==> config.mk <==
export PLATFORM = sky130hd
export DESIGN_NAME = gpio_port
export DESIGN_NICKNAME = d
export VERILOG_FILES = /design/src/rtl/gpio_port.sv
export SDC_FILE = /design/constraint.sdc
export NUM_CORES = 1
export LEC_CHECK = 0
export BUFFER_PORTS_ARGS = -buffer_cell sky130_fd_sc_hd__buf_2
export CORE_MARGIN = 10
export CORE_UTILIZATION = 43
export DETAILED_ROUTE_END_ITERATION = 8
export PLACE_DENSITY = 0.74
export SLEW_MARGIN = 10
export SYNTH_ARGS = -nofsm -noshare
export SYNTH_HDL_FRONTEND = slang
export SYNTH_SLANG_ARGS = --single-unit
==> constraint.sdc <==
create_clock -name clk -period 1.1 [get_ports clk]
set_input_delay 0.22 -clock clk [delete_from_list [all_inputs] [get_ports clk]]
set_output_delay 0.22 -clock clk [all_outputs]
set_load 0.05 [all_outputs]
==> src/rtl/gpio_port.sv <==
module gpio_port #(
  parameter int WIDTH = 8,
  parameter int AW    = 2
) (
  input  logic             clk,
  input  logic             rst_n,
  input  logic [AW-1:0]    bus_addr,
  input  logic             bus_we,
  input  logic [WIDTH-1:0] bus_wdata,
  input  logic             bus_re,
  output logic [WIDTH-1:0] bus_rdata,
  input  logic             pullup_disable,
  input  logic [WIDTH-1:0] pad_in,
  output logic [WIDTH-1:0] pad_out,
  output logic [WIDTH-1:0] pad_oe,
  output logic [WIDTH-1:0] pad_pu
);
  localparam logic [AW-1:0] A_DATA = AW'(0);
  localparam logic [AW-1:0] A_DIR  = AW'(1);
  localparam logic [AW-1:0] A_PIN  = AW'(2);
  localparam logic [AW-1:0] A_NONE = AW'(3);

  logic [WIDTH-1:0] data_q, dir_q, sync1_q, sync2_q;

  always_ff @(posedge clk or negedge rst_n) begin
    if (!rst_n) begin
      data_q <= '0;
      dir_q  <= '0;
    end else if (bus_we) begin
      case (bus_addr)
        A_DATA:  data_q <= bus_wdata;
        A_DIR:   dir_q  <= bus_wdata;
        A_PIN:   data_q <= data_q ^ bus_wdata;
        default: ;
      endcase
    end
  end

  always_ff @(posedge clk or negedge rst_n) begin
    if (!rst_n) begin
      sync1_q <= '0;
      sync2_q <= '0;
    end else begin
      sync1_q <= pad_in;
      sync2_q <= sync1_q;
    end
  end

  always_comb begin
    bus_rdata = '0;
    if (bus_re) begin
      case (bus_addr)
        A_DATA:  bus_rdata = data_q;
        A_DIR:   bus_rdata = dir_q;
        A_PIN:   bus_rdata = sync2_q;
        default: bus_rdata = '0;
      endcase
    end
  end

  assign pad_out = data_q;
  assign pad_oe  = dir_q;
  assign pad_pu  = ~dir_q & data_q & {WIDTH{~pullup_disable}};

  assert_store_R2: assert property (@(posedge clk) disable iff (!rst_n)
    (bus_we && bus_addr == A_DATA) |=> pad_out == $past(bus_wdata));

  assert_toggle_R4: assert property (@(posedge clk) disable iff (!rst_n)
    (bus_we && bus_addr == A_PIN) |=> pad_out == ($past(pad_out) ^ $past(bus_wdata)));

  assert_dir_kept_R4: assert property (@(posedge clk) disable iff (!rst_n)
    (bus_we && bus_addr == A_PIN) |=> $stable(pad_oe));

  assert_no_pu_on_output_R7: assert property (@(posedge clk) disable iff (!rst_n)
    (pad_pu & pad_oe) == '0);

  assert_pu_off_R8: assert property (@(posedge clk) disable iff (!rst_n)
    pullup_disable |-> pad_pu == '0);

  assert_unused_R9: assert property (@(posedge clk) disable iff (!rst_n)
    (bus_we && bus_addr == A_NONE) |=> ($stable(pad_out) && $stable(pad_oe)));
endmodule

==> impl_results.md <==
- Status: complete, but fails checks
- Failing checks: negative setup slack
- Max Cap Viol: 0
- DRT antenna net count: 0
- H-tree levels: 2
- Vias in the first global route: 1491
- Final setup fails: 40
- Die width: 77.3 µm
- Most numerous cell in the Yosys netlist: dfrtp_1
- DR WL/cell: 19.7 µm
- CTS tree: done
- Nature of the critical path startpoint: flip-flop
- Ys flop type: dfrtp_1
- Synthesized instance count: 123
- Layout fillers: 159
- Initial Util: 45.4%
- Area of the multi-input gates: 699 µm²
- Avg Synthesized Cell Area: 11.5 µm²
- Worst-case clock buffer depth: 2
- Worst path slowest cell: dfrtp_2
- Die outline height: 77.3 µm
- GRT Overall Usage: 16.6%
- DRC Markers: 0
- Diodes inserted: 0
- Final Non-Filler Cells: 271
- YS warnings: 0
- Setup Skew: 6.69 ps
- Final RePlAce weighted congestion: 0.767
- Slew Viols, Final: 0
- Yosys top cell area share: 56.8%
- CP Cell Sequence: mux2i_2 > o21ai_1 > and2_4 > buf_6
- Clock sinks: 32
- Register area: 821 µm²
- Period utilization: 148%
- Row cnt: 20
- Synth area leader: dfrtp_1
- Worst VDD drop: 0.00115 V
- Largest net degree at the start of global routing: 22
- Total chip power: 4410 µW
- First-pass GRT wire length: 7890 µm
- Most frequent cells after synthesis: dfrtp_1, a21oi_1, o21ai_0
- Clk_lat worst skew: 340 ps
- Root Buffer: clkbuf_4
- DP Wirelength: 2980 µm
- Unrepaired setup endpoints after global routing: true
- Num CTS Buffers: 5
- Critical path arrival: 1410 ps
- Area Growth Syn to Fin: 92.7%
- Dpl cells: 238
- Synth area leaders: dfrtp_1, mux2_2, mux2i_1, nand3b_1, nor3b_1
- Dpl ws: -435 ps
- Net Count, Synth: 146
- Layout cells sized above 1: 64.8%
- Minimum clock period: 1630 ps
- Post-synth ARST share: 100%
- Post-synth EDFFs: 0
- Die area: 5970 µm²
- Largest stage delay on the critical path: 460 ps
- Grt total ovfl: 0
- Nets: 249
- Via/cell ratio: 5.35
- Pwr Density: 1620 nW/µm²
- CP Class: flip-flop to output pin
- #FFs+latches synth: 32
- Seq/Total Area, Yosys: 56.8%
- Slew @ Worst Pin: 782 ps
- Endpoints failing hold: 0
- Final WL: 5340 µm
- Worst setup margin: -532 ps
- Slew HR: 47.7%
- Total iterations of the first detailed-routing run: 4
- Critical Path RT: 880 ps
- CP max FO: 3
- FMAX: 613 MHz
- Class of the worst hold path: input port to flip-flop
- Port Buffers: 54
- Total Neg Setup Slack: -10750 ps
- Core area: 3100 µm²
- Via count: 1450
- CTS clk-pin slew, worst paths: 100 ps
- Io pins: 55
- Antenna violations before repair: 0
- P_leak: 0.00125 µW
- Synth unique cells: 19
- Worst setup EP type: output pin
- Initial DRC Count: 126
- Cell area after synthesis: 1410 µm²
## where the power goes
part	leakage [µW]	total, µW	internal, µW	switching, µW
logic	0.000840	2080	1030	1050
clock network	0.0000422	888	476	412
registers	0.000363	1440	1320	121
## stage by stage
| step | util (%) | hold WS (ps) | cell area [µm²] |
|---|---|---|---|
| 2_1_floorplan | - | -75.6 | 1540 |
| 3_3_place_gp | 65.4 | 159 | 2030 |
| 3_5_place_dp | 65.4 | 166 | 2030 |
| 4_1_cts | 83.8 | 143 | 2600 |
| 5_1_grt | 87.6 | 153 | 2720 |
| 6_report | 87.6 | 144 | 2720 |
## final timing paths
check	start	endpoint	slack (ps)	cells past startpoint
max	pad_oe[2]	bus_rdata[2]	-530	4
min	bus_wdata[6]	pad_out[6]	140	3
max reg2reg	pad_out[7]	pad_out[7]	-70	5
min reg2reg	sync1_q[4]	sync2_q[4]	360	0
max in group asynchronous	rst_n	pad_out[0]	330	3
min in group asynchronous	rst_n	sync1_q[6]	330	2
## cells in the final DEF, fill, tap and decap left out
cell type,count
a21oi_1,9
and2_4,8
buf_12,3
buf_2,21
buf_4,11
buf_6,40
buf_8,18
bufinv_16,1
clkbuf_1,1
clkbuf_4,6
clkinv_2,1
dfrtp_1,16
dfrtp_2,16
dlygate4sd3_1,9
mux2_2,7
mux2_4,1
mux2i_1,6
mux2i_2,2
nand2_1,6
nand2_2,1
nand3_1,1
nand3b_1,8
nand3b_2,2
nor2_1,7
nor2b_1,1
nor3b_4,8
o21ai_0,1
o21ai_1,8
o22ai_1,6
o22ai_2,1
or3b_1,1
## cell families (layout without fill, tap and decap cells)
group | count (synthesis) | after routing | synth area share (%)
AND/OR/NAND/NOR | 43 | 43 | 18.8
buffers and inverters | 7 | 111 | 2.84
flip-flops | 32 | 32 | 56.8
AO/OA/AOI/OAI | 25 | 25 | 9.49
multiplexers | 16 | 16 | 12.1
## critical path: cells and delay by family, from the launching register on
family | cells | cell delay (ps)
DFF | 1 | 460
muxes | 1 | 220
and+or+nand+nor | 1 | 150
buffers and inverters | 1 | 140
AOI/OAI and AO/OA | 1 | 100
## registers in the layout (all words and copies together) (netlist names)
register / count
sync1_q: 8
sync2_q: 8
pad_oe: 8
pad_out: 8
## what timing repair did
item	in CTS	in global routing
endpoints found under the hold margin	23	0
pin swaps	5	4
endpoints found under the setup margin	32	46
resized for setup	100	19
cloned	0	0
hold buffers	9	0
setup buffers	10	10
## final cells by class
type	instances	area share, %
Clock inverter	2	1.29
Sequential cell	32	30.2
Tap cell	44	2.03
Timing Repair Buffer	103	39.2
Multi-Input combinational cell	84	25.7
Clock buffer	6	1.52
## routing by layer
metal	track usage (%)	up-vias	share of wire [%]
met5	0	-	0
met4	6.39	0	2.4
met3	5.24	12	7.1
met2	29.9	69	56
met1	17.5	727	34
li1	-	642	-
(Power assumes the default switching activity.)
